--- config.mk ---
export PLATFORM = sky130hd
export DESIGN_NAME = quad_dac_front
export DESIGN_NICKNAME = d
export VERILOG_FILES = /design/src/rtl/dacfe_pkg.sv /design/src/rtl/dacfe_sync.sv /design/src/rtl/dacfe_ctrl.sv /design/src/rtl/dacfe_datapath.sv /design/src/rtl/quad_dac_front.sv
export SDC_FILE = /design/constraint.sdc
export NUM_CORES = 1
export LEC_CHECK = 0
export CORE_MARGIN = 2
export CORE_UTILIZATION = 38
export CTS_CLUSTER_DIAMETER = 50
export CTS_CLUSTER_SIZE = 14
export DETAILED_ROUTE_END_ITERATION = 8
export GPL_TIMING_DRIVEN = 0
export PLACE_DENSITY = 0.69
export SETUP_SLACK_MARGIN = 0.1
export SLEW_MARGIN = 25
export SYNTH_ARGS = -nofsm -noshare
export SYNTH_HDL_FRONTEND = slang
export SYNTH_SLANG_ARGS = --single-unit
--- constraint.sdc ---
create_clock -name clk -period 1.6 [get_ports clk]
set_input_delay 0.32 -clock clk [delete_from_list [all_inputs] [get_ports clk]]
set_output_delay 0.32 -clock clk [all_outputs]
set_load 0.02 [all_outputs]
--- src/rtl/dacfe_pkg.sv ---
package dacfe_pkg;
  localparam int NUM_CH = 4;

  typedef struct packed {
    logic              shiftEn;
    logic              clearAll;
    logic [NUM_CH-1:0] loadEn;
  } dacStrobe_t;
endpackage

--- src/rtl/dacfe_sync.sv ---
module dacfe_sync #(
  parameter int          W       = 1,
  parameter logic [W-1:0] RST_VAL = '0
) (
  input  logic         clk,
  input  logic         rstN,
  input  logic [W-1:0] din,
  output logic [W-1:0] dout
);
  logic [W-1:0] stage1;

  always_ff @(posedge clk) begin
    if (!rstN) begin
      stage1 <= RST_VAL;
      dout   <= RST_VAL;
    end else begin
      stage1 <= din;
      dout   <= stage1;
    end
  end
endmodule

--- src/rtl/dacfe_ctrl.sv ---
module dacfe_ctrl
  import dacfe_pkg::*;
(
  input  logic              clk,
  input  logic              rstN,
  input  logic              sclkS,
  input  logic [NUM_CH-1:0] latchNS,
  input  logic              clrNS,
  output dacStrobe_t        strb
);
  logic sclkPrev;
  logic fallSeen;

  always_ff @(posedge clk) begin
    if (!rstN) sclkPrev <= 1'b1;
    else       sclkPrev <= sclkS;
  end

  assign fallSeen = sclkPrev & ~sclkS;

  always_comb begin
    strb.clearAll = ~clrNS;
    strb.shiftEn  = fallSeen & clrNS;
    strb.loadEn   = ~latchNS & {NUM_CH{clrNS}};
  end


  single_fall_chk: assert property (@(posedge clk) disable iff (!rstN)
    strb.shiftEn |=> !strb.shiftEn);


  rise_noshift_chk: assert property (@(posedge clk) disable iff (!rstN)
    (sclkS && !sclkPrev) |-> !strb.shiftEn);
endmodule

--- src/rtl/dacfe_datapath.sv ---
module dacfe_datapath
  import dacfe_pkg::*;
#(
  parameter int CODE_W = 12
) (
  input  logic                           clk,
  input  logic                           rstN,
  input  dacStrobe_t                     strb,
  input  logic                           sdiS,
  output logic                           sdoBit,
  output logic [NUM_CH-1:0][CODE_W-1:0]  holdBus
);
  localparam int SHIFT_W = NUM_CH * CODE_W;
  localparam logic [CODE_W-1:0] MID_CODE = CODE_W'(1) << (CODE_W - 1);

  logic [SHIFT_W-1:0] shiftReg;
  logic [CODE_W-1:0]  holdReg [NUM_CH];

  always_ff @(posedge clk) begin
    if (!rstN || strb.clearAll)
      shiftReg <= '0;
    else if (strb.shiftEn)
      shiftReg <= {shiftReg[SHIFT_W-2:0], sdiS};
  end

  assign sdoBit = shiftReg[SHIFT_W-1];

  for (genvar g = 0; g < NUM_CH; g++) begin : g_chan
    always_ff @(posedge clk) begin
      if (!rstN || strb.clearAll)
        holdReg[g] <= MID_CODE;
      else if (strb.loadEn[g])
        holdReg[g] <= shiftReg[g*CODE_W +: CODE_W];
    end

    assign holdBus[g] = holdReg[g];


    hold_freeze_chk: assert property (@(posedge clk) disable iff (!rstN)
      (!strb.loadEn[g] && !strb.clearAll) |=> $stable(holdReg[g]));


    load_follow_chk: assert property (@(posedge clk) disable iff (!rstN)
      (strb.loadEn[g] && !strb.clearAll) |=> holdReg[g] == $past(shiftReg[g*CODE_W +: CODE_W]));


    clear_hold_chk: assert property (@(posedge clk) disable iff (!rstN)
      strb.clearAll |=> holdReg[g] == MID_CODE);
  end


  clear_shift_chk: assert property (@(posedge clk) disable iff (!rstN)
    strb.clearAll |=> (shiftReg == '0 && !sdoBit));


  shift_idle_chk: assert property (@(posedge clk) disable iff (!rstN)
    (!strb.shiftEn && !strb.clearAll) |=> $stable(shiftReg));


  shift_move_chk: assert property (@(posedge clk) disable iff (!rstN)
    (strb.shiftEn && !strb.clearAll) |=> sdoBit == $past(shiftReg[SHIFT_W-2]));
endmodule

--- src/rtl/quad_dac_front.sv ---
module quad_dac_front
  import dacfe_pkg::*;
#(
  parameter int CODE_W = 12
) (
  input  logic              clk,
  input  logic              rstN,
  input  logic              sclkIn,
  input  logic              sdiIn,
  input  logic [3:0]        latchNIn,
  input  logic              clrNIn,
  output logic              sdoOut,
  output logic [CODE_W-1:0] codeA,
  output logic [CODE_W-1:0] codeB,
  output logic [CODE_W-1:0] codeC,
  output logic [CODE_W-1:0] codeD
);
  localparam int SYNC_W = NUM_CH + 3;

  logic [SYNC_W-1:0] pinsRaw;
  logic [SYNC_W-1:0] pinsSync;
  dacStrobe_t        strb;
  logic [NUM_CH-1:0][CODE_W-1:0] holdBus;

  assign pinsRaw = {clrNIn, latchNIn, sclkIn, sdiIn};

  dacfe_sync #(
    .W       (SYNC_W),
    .RST_VAL ({1'b1, {NUM_CH{1'b1}}, 1'b1, 1'b0})
  ) sync_i (
    .clk  (clk),
    .rstN (rstN),
    .din  (pinsRaw),
    .dout (pinsSync)
  );

  dacfe_ctrl ctrl_i (
    .clk     (clk),
    .rstN    (rstN),
    .sclkS   (pinsSync[1]),
    .latchNS (pinsSync[NUM_CH+1:2]),
    .clrNS   (pinsSync[SYNC_W-1]),
    .strb    (strb)
  );

  dacfe_datapath #(.CODE_W(CODE_W)) dp_i (
    .clk     (clk),
    .rstN    (rstN),
    .strb    (strb),
    .sdiS    (pinsSync[0]),
    .sdoBit  (sdoOut),
    .holdBus (holdBus)
  );

  assign codeA = holdBus[0];
  assign codeB = holdBus[1];
  assign codeC = holdBus[2];
  assign codeD = holdBus[3];
endmodule

# After elaboration in Yosys (flattened, before gate mapping)
# Memories as Yosys holds them, arrays and structs flattened.
# Cells that the tools add are included.
# op_classes
bitwise	10
n_reduce_logical	2
n_mux	18
# ops
op	count
$mux W12	4
$mux W1	14
$and A4 B4 Y4	1
$not A4 Y4	1
$or A1 B1 Y1	4
$and A1 B1 Y1	2
$not A1 Y1	2
$logic_not A1 Y1	1
$logic_or A1 B1 Y1	1
# word_totals
n_memories	1
inputBits	9
elab_cells	35
regBits	63
ramBits	48
output_inout_bits	49
# mem_list
name	words	word_bits	rd	rd_clocked_by_memory_dff	write_ports	line_no	rtl
dp_i.holdReg	4	12	4	0	4	dacfe_datapath.sv:17	logic [CODE_W-1:0] holdReg [NUM_CH];

# Depth between registers and ports, before layout
# Gate-level depths: netlist of the first run.
# depth
depth_word	6
ltp_mapped	5
ltp_nobuf	3

# Hierarchy
# A second synthesis of the first run with hierarchy kept.
# hier_totals
cells_unflattened	303
hier_area_um2	4001.3
# modules_own_cells
module	area_per_inst_um2	cells_per_inst	instances	seq_area_each_um2
dacfe_datapath	3557.2	266	1	2402.3
dacfe_sync	380.4	29	1	280.3
dacfe_ctrl	63.8	8	1	20.0

# Worst setup path before layout of the first run
# Ideal clock, no wire load.
# synth_timing
path_type	input to register
start	in rstN
end	mem dp_i.holdReg[1][0], enable pin
arrival_ps	1006
setup_slack_ps	222
path_buffers	2
stages	3
cell_sequence	clkbuf_2 -> buf_2 -> nand3_1
# synth_rtl
item	line_no	rtl
from (decl)	quad_dac_front.sv:7	input logic rstN,
to (decl)	dacfe_datapath.sv:17	

==> flow_metrics.py, run 1 <==
metrics = {
    "run": {
        "drv_cap": 0,
    },
    "clocking": {
        "cts_tree": "yes",
        "cts_root_buf": "clkbuf_8",
        "cts_buffers": 9,
        "cts_hold_buf": 0,
        "h-tree-depth": 3,
        "clock-sinks": 111,
        "clock_latency_ps": 370,
        "path_clk_slew_ps": 110,
        "clk_path_buf_depth": 2,
    },
    "sta": {
        "slew_viol_final": 0,
        "clock-skew-final_ps": 10.2,
        "rsz0062_at_grt": "false",
        "fin_setup_tns_ps": 0,
        "tightest_slew_ps": 431,
        "holdWs_ps": 417,
        "relSlewSlack_pct": 71.2,
        "timing.fmax_ghz": 0.701,
        "timing.final.crit_share_pct": 89.1,
        "setup_viol": 0,
        "hold_viol_final": 0,
        "period_needed_ps": 1430,
    },
    "layout": {
        "stdcell_area_sq_um": 4890,
        "antenna_cells": 0,
        "drive_gt1_share_pct": 14.7,
        "postLayoutCoreUtil_pct": 47.8,
        "nets": 427,
        "area_growth_pct": 23.1,
    },
    "global_routing": {
        "grt_pass1_vias": 2360,
        "grt_pass1_wl_mm": 11.1,
        "grt_max_degree": 20,
        "grt_util_all_layers_pct": 12.7,
        "grt_antenna_before_repair": 0,
        "grt-ovfl-total": 0,
    },
    "critical_path": {
        "crit_required_ps": 1280,
        "critPathLaunchType": "flop",
        "slowest_stage": "edfxtp_1",
        "reg2regPathDepth": 3,
        "worstSetupPathDepth": 1,
        "cp_max_fo": 1,
        "crit_end": "codeA[3]",
        "critPathTopFamily": "flip-flops",
        "rr_endpoint": "dp_i.holdReg[3][9]$_SDFFCE_PN0P_",
        "path_cells": "dlygate4sd2_1",
        "cp-end-kind": "primary output",
        "crit_start": "dp_i.holdReg[0][3]$_SDFFCE_PN0P_",
        "cp_slowest_stage_delay_ps": 400,
        "rrSetupSlack_ps": 370,
        "cp_num_buf_inv": 1,
        "cp.arrival_ps": 1110,
        "rr_startpoint": "sync_i.dout[6]$_SDFF_PN1_",
        "worstSetupPathType": "flop to primary output",
    },
    "status": {
        "outcome": "finished clean",
    },
    "worst_hold_path": {
        "hold_path_class": "flop to flop",
    },
    "logic_synthesis": {
        "syn-num-nets": 359,
        "yosysWarnings": 0,
        "synth.yosys.seq_area_share_pct": 67.9,
        "synth_area_per_cell_sq_um": 11.4,
        "syn_area_sq_um": 3980,
        "synthDistinctLibCells": 19,
        "synthCells": 350,
        "synth_seq_cells": 111,
    },
    "route": {
        "first_pass_iters": 4,
        "first_iter_violations": 139,
        "drc": 0,
        "ant_nets": 0,
        "vias_per_cell": 4.47,
        "drt_wl_total_mm": 6.65,
        "vias": 2496,
        "wl_per_cell_microns": 11.9,
    },
    "power_and_ir_drop": {
        "ir_worst_vdd_mv": 0.397,
        "leakage_nw": 1.81,
        "power.total_mw": 4.95,
        "p_per_area_nw_per_um2": 1010,
    },
    "floorplanning": {
        "dieArea_sq_um": 11300,
        "die_h_microns": 106,
        "rows": 37,
        "core-area_sq_um": 10200,
        "ioPinCount": 58,
        "start_util_pct": 38.9,
        "fp.dieW_microns": 106,
    },
    "place": {
        "gp_congestion": 0.766,
        "place_area_sq_um": 4720,
        "hpwl_mm": 4.69,
        "portBuffers": 57,
    },
}
[synth_stat cells]
master    count  area [sq um]
nand2_1      96           360
dfxtp_1      63          1260
edfxtp_1     48          1440
and2_1       46           288
a21oi_1      28           140
a21oi_2      20           175
nand2b_1     16           100
buf_2        12          60.1
buf_6         4          45.0
nand3_1       4          20.0
and3b_1       3          26.3
buf_4         2          15.0
clkbuf_1      2          7.51
and2b_1       1          7.51
clkbuf_2      1          5.00
nand2_2       1          6.26
nand2b_2      1          8.76
nor2_1        1          3.75
or3_1         1          6.26
[metrics by stage]
stage	instances	setup slack (ps)
after floorplan	350	222
after global placement	543	-655
after detailed placement	543	-681
after CTS	559	108
after global routing	559	113
final	559	174
[how the worst min path moves through the flow]
stage               slack (ps)                        end  cells past startpoint                   startpoint
floorplan                  390  sync_i.dout[1]$_SDFF_PN1_                      1  sync_i.stage1[1]$_SDFF_PN1_
global placement           390  sync_i.dout[6]$_SDFF_PN1_                      1  sync_i.stage1[6]$_SDFF_PN1_
detailed placement         400  sync_i.dout[5]$_SDFF_PN1_                      1  sync_i.stage1[5]$_SDFF_PN1_
CTS                        420  sync_i.dout[6]$_SDFF_PN1_                      1  sync_i.stage1[6]$_SDFF_PN1_
global route               430  sync_i.dout[6]$_SDFF_PN1_                      1  sync_i.stage1[6]$_SDFF_PN1_
finish                     420  sync_i.dout[6]$_SDFF_PN1_                      1  sync_i.stage1[6]$_SDFF_PN1_
[kinds of logic after synthesis]
kind of cell | share of synthesized area (%)
compound gates | 7.93
buf+inv | 3.33
flops | 67.9
simple gates | 20.8
[sequential cells by signal, indices dropped and copies added, names as in the netlist]
register,count
ctrl_i.sclkPrev,1
sync_i.stage1,7
sync_i.dout,7
dp_i.holdReg,48
dp_i.shiftReg,48
[power breakdown]
group	switching, mW	internal [mW]	total [mW]
Clock	0.947	0.577	1.52
Sequential	0.0272	3.04	3.07
Combinational	0.232	0.127	0.360
Total	1.21	3.74	4.95
[layout make-up]
cell class	count	area, sq um
Fill cell	957	5340
Multi-Input combinational cell	218	1190
Timing Repair Buffer	57	509
Buffer	21	141
Clock buffer	9	124
Tap cell	136	170
Sequential cell	111	2700
Clock inverter	7	53.8
[metal layers]
layer,routed length [microns],share of wire [%],global-route usage [%],up-vias
li1,-,-,-,1279
met3,254,3.8,3.49,15
met2,3230,49,20.2,43
met1,2970,45,16.0,1159
met4,193,2.9,6.30,0
met5,0,0,0,-
[cell usage in the layout, fill, tap and decap left out]
| cell | n |
|---|---|
| nand2_1 | 96 |
| and2b_1 | 1 |
| a21oi_2 | 20 |
| nand3_4 | 4 |
| and3b_1 | 3 |
| clkdlybuf4s50_1 | 8 |
| buf_6 | 5 |
| a21oi_1 | 28 |
| edfxtp_1 | 48 |
| inv_6 | 2 |
| dfxtp_1 | 62 |
| or3_1 | 1 |
| buf_4 | 2 |
| clkbuf_1 | 2 |
| dfxtp_2 | 1 |
| nand2b_1 | 16 |
| clkbuf_8 | 9 |
| buf_2 | 11 |
| nand2b_2 | 1 |
| nand2_2 | 1 |
| clkinvlp_4 | 4 |
| clkbuf_4 | 1 |
| and2_1 | 46 |
| inv_4 | 1 |
| dlygate4sd2_1 | 49 |
| nor2_1 | 1 |
[worst reg2reg max path, cell delays in order, from the launching register on]
cell     delay [ps]
dfxtp_2         410
and3b_1         240
buf_2           180
and2_1          170
[timing repair]
action	4_1_cts	5_1_grt
setup endpoints to repair	97	50
pin swaps	0	0
hold endpoints to repair	0	0
buffers inserted	0	0
resized for setup	58	4
Power figures use the tool's default switching activity.
==> run 2: changes to the inputs <==
- ABC_CLOCK_PERIOD_IN_PS: unset -> 1600
- CTS_CLUSTER_SIZE: 14 -> 8
==> results of run 2 <==
No change in the layout: final DEF, timing and power equal those of run 1.
